File: src/rtl/l2fa_pkg.sv
package l2fa_pkg;

  typedef enum logic [1:0] {
    KIND_LOAD     = 2'b00,
    KIND_STORE    = 2'b01,
    KIND_PREFETCH = 2'b10,
    KIND_FLUSH    = 2'b11
  } req_kind_t;

  localparam logic [1:0] PREFETCH_CODE = 2'b10;

  function automatic int unsigned idx_width(input int unsigned n);
    return (n > 1) ? $clog2(n) : 1;
  endfunction

endpackage

File: src/rtl/l2fa_core_select.sv
module l2fa_core_select #(
  parameter int unsigned N_CORES = 4,
  parameter int unsigned ADDR_W  = 32,
  localparam int unsigned ID_W   = l2fa_pkg::idx_width(N_CORES)
) (
  input  logic [N_CORES-1:0]        grant,
  input  logic [N_CORES*ADDR_W-1:0] addr_flat,
  input  logic [N_CORES*2-1:0]      kind_flat,
  output logic                      any,
  output logic [ADDR_W-1:0]         sel_addr,
  output logic [1:0]                sel_kind,
  output logic [ID_W-1:0]           sel_id
);

  logic [ADDR_W-1:0] addr_term [N_CORES];
  logic [1:0]        kind_term [N_CORES];
  logic [ID_W-1:0]   id_term   [N_CORES];

  for (genvar g = 0; g < N_CORES; g++) begin : g_term
    assign addr_term[g] = grant[g] ? addr_flat[g*ADDR_W +: ADDR_W] : '0;
    assign kind_term[g] = grant[g] ? kind_flat[g*2 +: 2] : 2'b00;
    assign id_term[g]   = grant[g] ? ID_W'(g) : '0;
  end

  always_comb begin
    sel_addr = '0;
    sel_kind = 2'b00;
    sel_id   = '0;
    for (int i = 0; i < N_CORES; i++) begin
      sel_addr = sel_addr | addr_term[i];
      sel_kind = sel_kind | kind_term[i];
      sel_id   = sel_id   | id_term[i];
    end
  end

  assign any = |grant;

endmodule

File: src/rtl/l2fa_prefetch_seq.sv
module l2fa_prefetch_seq #(
  parameter int unsigned ADDR_W     = 32,
  parameter int unsigned LINE_BYTES = 64,
  parameter int unsigned BURST_LEN  = 4,
  localparam int unsigned CNT_W     = l2fa_pkg::idx_width(BURST_LEN)
) (
  input  logic              clk,
  input  logic              rst,
  input  logic              arm_req,
  input  logic [ADDR_W-1:0] arm_addr,
  input  logic              inject,
  output logic              active,
  output logic [ADDR_W-1:0] pf_addr,
  output logic [CNT_W-1:0]  cnt
);

  localparam logic [ADDR_W-1:0] STEP     = ADDR_W'(LINE_BYTES);
  localparam logic [CNT_W-1:0]  LAST_IDX = CNT_W'(BURST_LEN - 1);

  always_ff @(posedge clk) begin
    if (rst) begin
      active  <= 1'b0;
      cnt     <= '0;
      pf_addr <= '0;
    end else if (arm_req && !active) begin
      active  <= 1'b1;
      cnt     <= '0;
      pf_addr <= arm_addr + STEP;
    end else if (inject && active) begin
      pf_addr <= pf_addr + STEP;
      cnt     <= cnt + 1'b1;
      if (cnt == LAST_IDX) begin
        active <= 1'b0;
      end
    end
  end

endmodule

File: src/rtl/l2fa_issue_reg.sv
module l2fa_issue_reg #(
  parameter int unsigned ADDR_W = 32,
  parameter int unsigned ID_W   = 2
) (
  input  logic              clk,
  input  logic              rst,
  input  logic              take_fill,
  input  logic [ADDR_W-1:0] fill_addr,
  input  logic [1:0]        fill_kind,
  input  logic              take_core,
  input  logic [ADDR_W-1:0] core_addr,
  input  logic [1:0]        core_kind,
  input  logic [ID_W-1:0]   core_id,
  input  logic              take_pf,
  input  logic [ADDR_W-1:0] pf_addr,
  output logic              out_valid,
  output logic [ADDR_W-1:0] out_addr,
  output logic [1:0]        out_kind,
  output logic              out_is_fill,
  output logic [ID_W-1:0]   out_core_id
);

  always_ff @(posedge clk) begin
    if (rst) begin
      out_valid   <= 1'b0;
      out_addr    <= '0;
      out_kind    <= l2fa_pkg::KIND_LOAD;
      out_is_fill <= 1'b0;
      out_core_id <= '0;
    end else if (take_fill) begin
      out_valid   <= 1'b1;
      out_addr    <= fill_addr;
      out_kind    <= fill_kind;
      out_is_fill <= 1'b1;
      out_core_id <= '0;
    end else if (take_core) begin
      out_valid   <= 1'b1;
      out_addr    <= core_addr;
      out_kind    <= core_kind;
      out_is_fill <= 1'b0;
      out_core_id <= core_id;
    end else if (take_pf) begin
      out_valid   <= 1'b1;
      out_addr    <= pf_addr;
      out_kind    <= l2fa_pkg::PREFETCH_CODE;
      out_is_fill <= 1'b0;
      out_core_id <= '0;
    end else begin
      out_valid   <= 1'b0;
    end
  end

endmodule

File: src/rtl/l2_front_arbiter.sv
module l2_front_arbiter #(
  parameter int unsigned N_CORES    = 4,
  parameter int unsigned ADDR_W     = 32,
  parameter int unsigned LINE_BYTES = 64,
  parameter int unsigned BURST_LEN  = 4,
  localparam int unsigned ID_W      = l2fa_pkg::idx_width(N_CORES),
  localparam int unsigned CNT_W     = l2fa_pkg::idx_width(BURST_LEN)
) (
  input  logic                      clk,
  input  logic                      rst,
  input  logic                      fill_valid,
  input  logic [ADDR_W-1:0]         fill_addr,
  input  logic [1:0]                fill_kind,
  input  logic [N_CORES-1:0]        core_grant,
  input  logic [N_CORES*ADDR_W-1:0] core_addr,
  input  logic [N_CORES*2-1:0]      core_kind,
  input  logic                      down_ready,
  output logic                      out_valid,
  output logic [ADDR_W-1:0]         out_addr,
  output logic [1:0]                out_kind,
  output logic                      out_is_fill,
  output logic [ID_W-1:0]           out_core_id
);

  logic              core_any;
  logic [ADDR_W-1:0] core_sel_addr;
  logic [1:0]        core_sel_kind;
  logic [ID_W-1:0]   core_sel_id;
  logic              pf_active;
  logic [ADDR_W-1:0] pf_addr;
  logic [CNT_W-1:0]  pf_cnt;
  logic              arm_req;
  logic              take_core;
  logic              take_pf;

  l2fa_core_select #(
    .N_CORES(N_CORES),
    .ADDR_W (ADDR_W)
  ) u_sel (
    .grant    (core_grant),
    .addr_flat(core_addr),
    .kind_flat(core_kind),
    .any      (core_any),
    .sel_addr (core_sel_addr),
    .sel_kind (core_sel_kind),
    .sel_id   (core_sel_id)
  );

  assign arm_req   = fill_valid && (fill_kind != l2fa_pkg::PREFETCH_CODE);
  assign take_core = !fill_valid && core_any && down_ready;
  assign take_pf   = !fill_valid && !core_any && down_ready && pf_active;

  l2fa_prefetch_seq #(
    .ADDR_W    (ADDR_W),
    .LINE_BYTES(LINE_BYTES),
    .BURST_LEN (BURST_LEN)
  ) u_pf (
    .clk     (clk),
    .rst     (rst),
    .arm_req (arm_req),
    .arm_addr(fill_addr),
    .inject  (take_pf),
    .active  (pf_active),
    .pf_addr (pf_addr),
    .cnt     (pf_cnt)
  );

  l2fa_issue_reg #(
    .ADDR_W(ADDR_W),
    .ID_W  (ID_W)
  ) u_out (
    .clk        (clk),
    .rst        (rst),
    .take_fill  (fill_valid),
    .fill_addr  (fill_addr),
    .fill_kind  (fill_kind),
    .take_core  (take_core),
    .core_addr  (core_sel_addr),
    .core_kind  (core_sel_kind),
    .core_id    (core_sel_id),
    .take_pf    (take_pf),
    .pf_addr    (pf_addr),
    .out_valid  (out_valid),
    .out_addr   (out_addr),
    .out_kind   (out_kind),
    .out_is_fill(out_is_fill),
    .out_core_id(out_core_id)
  );

endmodule

File: config.mk
export PLATFORM = sky130hd
export DESIGN_NAME = l2_front_arbiter
export DESIGN_NICKNAME = d
export VERILOG_FILES = /design/src/rtl/l2fa_pkg.sv /design/src/rtl/l2fa_core_select.sv /design/src/rtl/l2fa_prefetch_seq.sv /design/src/rtl/l2fa_issue_reg.sv /design/src/rtl/l2_front_arbiter.sv
export SDC_FILE = /design/constraint.sdc
export NUM_CORES = 1
export LEC_CHECK = 0
export ABC_CLOCK_PERIOD_IN_PS = 3200
export BUFFER_PORTS_ARGS = -buffer_cell sky130_fd_sc_hd__buf_2
export CAP_MARGIN = 20
export CORE_UTILIZATION = 44
export DETAILED_ROUTE_END_ITERATION = 8
export PLACE_DENSITY = 0.78
export SETUP_SLACK_MARGIN = 0.4
export SYNTH_ARGS = -nofsm -noshare
export SYNTH_HDL_FRONTEND = slang
export SYNTH_SLANG_ARGS = --single-unit
File: constraint.sdc
create_clock -name clk -period 3.2 [get_ports clk]
set_clock_uncertainty 0.05 [all_clocks]
set_input_delay 0.16 -clock clk [delete_from_list [all_inputs] [get_ports clk]]
set_output_delay 0.16 -clock clk [all_outputs]
set_load 0.005 [all_outputs]
# After elaboration in Yosys (flattened, before gate mapping)
# Index checks and enable logic that the tools add are counted.
# op_classes
bitwise_logic	8
add_sub_neg	3
muxes	30
reduce_logical	19
eq_ne	2
# op_table
cell	count
two-way mux 32 bit	9
OR 32 bit	3
adder 32 x 7 -> 32 bit, second input constant	2
two-way mux 2 bit	11
two-way mux 1 bit	10
OR 2 bit	5
logical AND 1 bit	8
nonzero test 2 bit	3
OR reduction 2 bit	2
OR reduction 4 bit	1
logical NOT 1 bit	3
nonzero test 3 bit	1
adder 2 x 1 -> 2 bit, second input constant	1
equality test 2 bit, second input constant	1
inequality test 2 bit, second input constant	1
AND reduction 2 bit	1
# word_totals
output_inout_bits	38
in_bits	178
regBits	73
word_cells	70

# Longest topological paths before layout
# Gate-level depths: netlist of the first run.
# logic_depth
word_depth	8
ltp_mapped	16
ltp_nobuf	11

# Cells and area by module
# From an unflattened synthesis of the first run, not the netlist that was laid out.
# unflattened
cells_unflattened	615
area_unflattened_um2	5071.1
# by_module_without_submodules
mod	area_per_inst_um2	seq_area_each_um2	n_inst	cells_per_inst
l2fa_prefetch_seq	2472.4	700.7	1	315
l2fa_issue_reg	1821.7	760.7	1	175
l2fa_core_select	743.2	0.0	1	121
l2_front_arbiter	33.8	0.0	1	4

# Worst setup path before layout of the first run
# OpenSTA, ideal clock, no wires.
# synth_timing
path_type	register to register
start	register u_pf.active
end	register u_pf.pf_addr[28]
setup_time_ps	79
required_time_ps	3071
n_path_buf	4
arrival_time_ps	3338
stages_incl_launch_ff	16
synth_period_minus_slack_ps	3467
slack_ps	-267
cell_sequence	dfxtp_1 > nand2b_1 > buf_2 > nor2_1 > clkbuf_1 > buf_1 > nand2_1 > nand2_1 > ha_1 > nand3_1 > nor4_1 > a21oi_1 > clkbuf_1 > or4_1 > or4_1 > o211ai_1
# synth_between
elab_chain_len	3
word_cells_on_any_way	6
classes_between	mux: 1; reduce/logical: 5
# synth_lines
item	line_no	source
start: declaration	l2fa_prefetch_seq.sv:12	output logic active,
start signal: assignment	l2fa_prefetch_seq.sv:22	active <= 1'b0;
start signal: assignment	l2fa_prefetch_seq.sv:26	active <= 1'b1;
start signal: assignment	l2fa_prefetch_seq.sv:33	active <= 1'b0;
logical NOT 1 bit or logical AND 1 bit (tied branches)	l2fa_prefetch_seq.sv:25, l2_front_arbiter.sv:51	
logical AND 1 bit (on tied branches)	l2fa_prefetch_seq.sv:25, l2fa_prefetch_seq.sv:29	
two-way mux 32 bit or nonzero test 2 bit (tied branches)	n/a	
end signal: assignment	l2fa_prefetch_seq.sv:28	pf_addr <= arm_addr + STEP;
end signal: assignment	l2fa_prefetch_seq.sv:30	pf_addr <= pf_addr + STEP;
end: declaration	l2fa_prefetch_seq.sv:13	output logic [ADDR_W-1:0] pf_addr,
# Parallel ways exist; a longest one is shown, timed or not.
# A chain may end at the register's enable or synchronous reset.

# Final worst setup path of the first run
# layout_timing
start	register u_pf.active
end	register u_pf.pf_addr[30]
# The elaborated chain is that of the path after synthesis.

==> results_dict.tcl, run 1 <==
set metrics [dict create \
    status "completed" \
    synth_area_um2 4910 \
    coreArea_um2 10800 \
    avgSynthCellArea_um2 7.26 \
    vias_per_cell 6.37 \
    yosysMostFrequentCell "nand2_1" \
    fin_crit_ns 2.71 \
    drc_errors 0 \
    worstSetupEndpoint "u_pf.pf_addr[30]" \
    crit_path_cell_trace "nand2b_4, nor2_4, nand2_2, nand2_2, ha_4, nand3_2, nor4_4, a21oi_2, or3_4, or4_4, a311oi_2" \
    fin_setup_tns_ns 0 \
    grt_pass1_vias 5685 \
    clockBufferDepth 2 \
    synth_warnings 0 \
    drtPass1Iterations 6 \
    reg2reg_depth 11 \
    finalSetupViolCount 0 \
    root_buffer "clkbuf_8" \
    synth_fp_nets 856 \
    slew_violations 0 \
    vias 6540 \
    rows 38 \
    finalCritPeriodShare_pct 84.5 \
    cap_violations 0 \
    dp_hpwl_um 14400 \
    port_buffers 215 \
    cp_max_fo 6 \
    start_kind "register" \
    die_height_um 108 \
    timing.rr.end "u_pf.pf_addr[30]" \
    dieWidth_um 108 \
    htree_levels 3 \
    rsz0062_at_grt "no" \
    areaGrowthSynthToFinish_pct 33.2 \
    cts.sinks 73 \
    crit_required_ns 3.43 \
    cts_made_buffers 9 \
    crit_top_cell "nand2_2" \
    async_reset_ff_share_pct 0 \
    cts_tree "yes" \
    clkTransAtPathRegs_ns 0.09 \
    ios 216 \
    yosysTopAreaCellShare_pct 29.8 \
    yosysTopAreaCell "dfxtp_1" \
    ant_nets 0 \
    synthCells 676 \
    rrSetupSlack_ns 0.49 \
    overflow 0 \
    ir_drop_mv 0.245 \
    wl_um 19900 \
    start_util_pct 45.3 \
    total_power_mw 2.41 \
    synth_area_leaders "dfxtp_1 (30%), a22oi_1 (9.8%), nand2_1 (9.0%)" \
    synth-seq-area-share_pct 29.8 \
    ys_types 53 \
    pwr_density_cell_nw_per_um2 369 \
    reg2reg_from "u_pf.active" \
    ys_ff_latch 73 \
    synth_flop_cell "dfxtp_1" \
    cp-startpoint "u_pf.active" \
    end_kind "register" \
    hold_class "in -> reg" \
    p_leak_nw 2.75 \
    final_nets 1061 \
    grt_pass1_wl_um 29600 \
    synth_edf_count 0 \
    worstPathArrival_ns 2.93 \
    finalHoldViolations 0 \
    track_usage_pct 33.0 \
    gp_congestion 0.939 \
    drive_gt1_share_pct 31.8 \
    slew-limit-headroom_pct 51.6 \
    crit_path_top_delay_cell "or4_4" \
    wl_per_cell_um 19.4 \
    drt_iter0_markers 827 \
    synth.top_cells.by_count "nand2_1 (118), dfxtp_1 (73), a22oi_1 (64)" \
    antenna_found_initial 1 \
    grt_max_degree 66 \
    max_stage_delay_ns 0.43 \
    max_freq_ghz 0.370 \
    clock_latency_ns 0.36 \
    die_area_um2 11600 \
    worst_pin_slew_ns 0.723 \
    path_class "reg -> reg" \
]
==> how the worst min path moves through the flow <==
| stage | to | from | slack, ns | depth (start not counted) |
|---|---|---|---|---|
| 6_report | u_pf.pf_addr[5] | fill_addr[5] | 0.002 | 3 |
| 5_1_grt | u_pf.pf_addr[5] | fill_addr[5] | 0.001 | 3 |
| 4_1_cts | u_pf.pf_addr[5] | fill_addr[5] | 0.002 | 3 |
| 3_5_place_dp | u_out.out_addr[2] | fill_addr[2] | 0.37 | 3 |
| 3_3_place_gp | u_out.out_addr[4] | fill_addr[4] | 0.36 | 3 |
| 2_1_floorplan | u_pf.pf_addr[0] | fill_addr[0] | 0.25 | 2 |
==> layer usage <==
metal	share of wire, %	global-route usage, %	vias up
li1	-	-	2997
met1	41	44.6	3035
met2	44	49.8	444
met3	10	7.38	64
met4	3.9	14.6	0
met5	0	0	-
==> cell usage in the layout, fill, tap and decap left out, types with 7 or more instances in the layout <==
cell type,instances
o211ai_1,12
buf_2,215
a311oi_1,21
o21ai_0,12
a221oi_1,9
xor2_1,8
nand3_1,21
clkbuf_8,10
and3_1,25
o22ai_1,14
a22oi_1,64
a21oi_1,62
a31oi_1,14
nand4_1,14
nor2_1,41
buf_4,33
nand2_1,114
xnor2_1,11
dfxtp_1,72
nor3_1,15
nand3b_1,7
==> cell type report <==
| type | instances | area, um^2 |
|---|---|---|
| tap | 140 | 175 |
| fill | 1001 | 4310 |
| multi-input combinational | 542 | 3300 |
| clock buffer | 10 | 138 |
| sequential | 73 | 1470 |
| antenna | 1 | 2.50 |
| timing repair buffer | 253 | 1370 |
| clock inverter | 6 | 72.6 |
| inverter | 2 | 7.51 |
==> state kept, by name, indices dropped and copies added, names as in the netlist <==
register	flops
u_out.out_kind	2
u_out.out_addr	32
u_pf.cnt	2
u_out.out_valid	1
u_out.out_is_fill	1
u_pf.pf_addr	32
u_out.out_core_id	2
u_pf.active	1
==> critical path: cells and delay by family (launching register included) <==
family / cells / cell delay (ns)
DFF: 1 / 0.36
and+or+nand+nor: 8 / 1.67
adders and majority gates: 1 / 0.17
AOI/OAI and AO/OA: 2 / 0.35
==> timing repair <==
action | in CTS | in global routing
endpoints found under the setup margin | 0 | 2
hold buffers | 5 | 0
hold endpoints to repair | 5 | 0
resized for setup | 0 | 11
setup buffers | 0 | 8
==> through the flow <==
stage               util (%)  setup slack (ns)  std cells  hold WS [ns]  cell area [um^2]
finish                  60.3             0.494       1027       0.00241              6540
global route            60.3             0.340       1026       0.00142              6530
CTS                     59.3             0.444       1018       0.00194              6420
detailed placement      56.9             0.485        997         0.374              6160
global placement        56.9             0.555        997         0.364              6160
floorplan                  -             0.443        676         0.246              4990
==> cells by family (layout without fill, tap and decap cells) <==
group                      after synthesis  count (layout)  synth area share [%]
AOI/OAI and AO/OA                      245             245                  34.5
xor gates and xnor gates                19              19                  3.39
adders and majority gates                2               2                 0.510
buffers and inverters                   61             271                  4.72
DFF                                     73              73                  29.8
muxes                                    4               4                 0.816
other                                    0               1                     0
and+or+nand+nor                        272             272                  26.2
==> where the power goes <==
part           total (mW)  internal [mW]  switching [mW]
Combinational       0.589          0.262           0.327
Sequential           1.03          0.970          0.0613
Clock               0.789          0.391           0.397
Note: power is estimated with default switching activity, not from simulation.
==> run 2, diff against run 1 <==
Settings changed: ABC_CLOCK_PERIOD_IN_PS 3200 to 2550, CORE_UTILIZATION 44 to 47, PLACE_DENSITY 0.78 to 0.79.
Clock period 3.2 ns to 2.55 ns, I/O delays scaled along.
==> results_dict.tcl, run 2 (synthesis gave the netlist of run 1 again) <==
set metrics [dict create \
    status "completed" \
    hold_class "in -> reg" \
    ir_drop_mv 0.326 \
    die_height_um 104 \
    cts_made_buffers 9 \
    ant_nets 0 \
    htree_levels 3 \
    max_freq_ghz 0.401 \
    worst_pin_slew_ns 0.604 \
    busiest_layer "met2" \
    pwr_density_cell_nw_per_um2 449 \
    slew_violations 0 \
    wl_per_cell_um 20.4 \
    clockBufferDepth 2 \
    finalHoldViolations 0 \
    grt_max_degree 50 \
    total_power_mw 3.08 \
    cts.sinks 73 \
    final_util_pct 68.9 \
    path_class "reg -> reg" \
    die_area_um2 10900 \
    slew-limit-headroom_pct 59.6 \
    areaGrowthSynthToFinish_pct 39.7 \
    antenna_cells 0 \
    finalSetupViolCount 0 \
    end_kind "register" \
    final_nets 1081 \
    start_kind "register" \
    crit_required_ns 2.75 \
    root_buffer "clkbuf_8" \
    track_usage_pct 37.9 \
    fin_setup_tns_ns 0 \
    dp_hpwl_um 15700 \
    p_leak_nw 2.99 \
    drtPass1Iterations 8 \
    use_met1_pct 49.0 \
    fin_crit_ns 2.49 \
    drive_gt1_share_pct 35.0 \
    cts_tree "yes" \
    use_met2_pct 61.1 \
    final_cell_mix "buf_2 (215), nand2_1 (113), dfxtp_1 (72)" \
    place_ws_ns 0.0216 \
    multiInputGateArea_um2 3460 \
    vias 6641 \
    clkTransAtPathRegs_ns 0.08 \
    start_util_pct 49.3 \
    reg.largest.list "u_out.out_addr (32), u_pf.pf_addr (32)" \
    port_buffers 215 \
    grt_pass1_vias 6245 \
    drc_errors 0 \
    cap_violations 0 \
    clock_latency_ns 0.37 \
    overflow 0 \
    grt_use_met3_pct 7.64 \
    ios 216 \
    worst_slack_ns 0.0563 \
    final_common_cell "buf_2" \
    vias_per_cell 6.39 \
    finalCritPeriodShare_pct 97.8 \
    worstPathArrival_ns 2.69 \
    crit_top_cell "buf_4" \
    drt_iter0_markers 705 \
    antenna_found_initial 1 \
    coreArea_um2 9950 \
    seq_area_um2 1460 \
    rsz0062_at_grt "yes" \
    dieWidth_um 104 \
    wl_um 21200 \
    cp_max_fo 4 \
    crit_path_top_delay_cell "dfxtp_2" \
    grt_pass1_wl_um 32500 \
    rows 36 \
    gp_congestion 0.944 \
    fill_cells 856 \
    crit_path_cell_trace "nand2b_4, nor2_4, nand2_2, nand2_4, ha_4, nand3_2, nor4_2, a21oi_1, buf_4, or3_4, buf_4, buf_6, o31ai_2, a311oi_2" \
    max_stage_delay_ns 0.33 \
]
run 2: changes by cell type in the layout (fill, tap and decap cells not counted), moves of 3 or more:
cell    previous run  this run
buf_6              0         3
buf_4             33        48
nor3_4             0         5
nor3_1            15        10
run 2: layout make-up:
type | count | area share (%)
clock buffer | 13 | 2.46
clock inverter | 3 | 0.675
inverter | 2 | 0.109
multi-input combinational | 542 | 50.5
sequential | 73 | 21.3
tap | 133 | 2.43
timing repair buffer | 273 | 22.5
run 2: worst paths after layout:
path                                           end  slack (ns)                from  cells past startpoint
worst max register to register    u_pf.pf_addr[30]        0.06         u_pf.active                     14
worst min-delay path            u_out.out_addr[25]       0.008       fill_addr[25]                      3
worst max-delay path              u_pf.pf_addr[30]        0.06         u_pf.active                     14
worst min register to register  u_out.out_addr[13]        0.40  u_out.out_addr[13]                      2
run 2: through the flow:
stage / cells / hold WS, ns / cell area (um^2)
after floorplan: 676 / 0.213 / 5030
after global placement: 1008 / 0.339 / 6320
after detailed placement: 1008 / 0.334 / 6320
after CTS: 1035 / 0.00282 / 6740
after global routing: 1039 / 0.0248 / 6860
final: 1039 / 0.00808 / 6860
run 2: worst max-delay path, delay by kind of cell (launching register included):
family	cells	cell delay, ns
AO/OA/AOI/OAI	3	0.39
adder cells (fa/ha/maj)	1	0.16
buffers and inverters	3	0.41
flip-flops	1	0.33
AND/OR/NAND/NOR	7	1.02
run 2: metal layers:
metal / share of wire [%] / vias up
met4: 4.1 / 0
met5: 0 / -
li1: - / 3029
met3: 9.8 / 66
met2: 45 / 419
met1: 41 / 3127
run 2: what timing repair did:
action | in CTS | in global routing
endpoints found under the hold margin | 11 | 0
endpoints found under the setup margin | 12 | 21
pin swaps | 12 | 8
buffers inserted | 5 | 4
hold buffers | 6 | 0
resized for setup | 18 | 18
run 2: power by group:
part           switching, mW  internal, mW
Clock                  0.468         0.537
Sequential            0.0658          1.22
Combinational          0.443         0.346
Total                  0.977          2.10
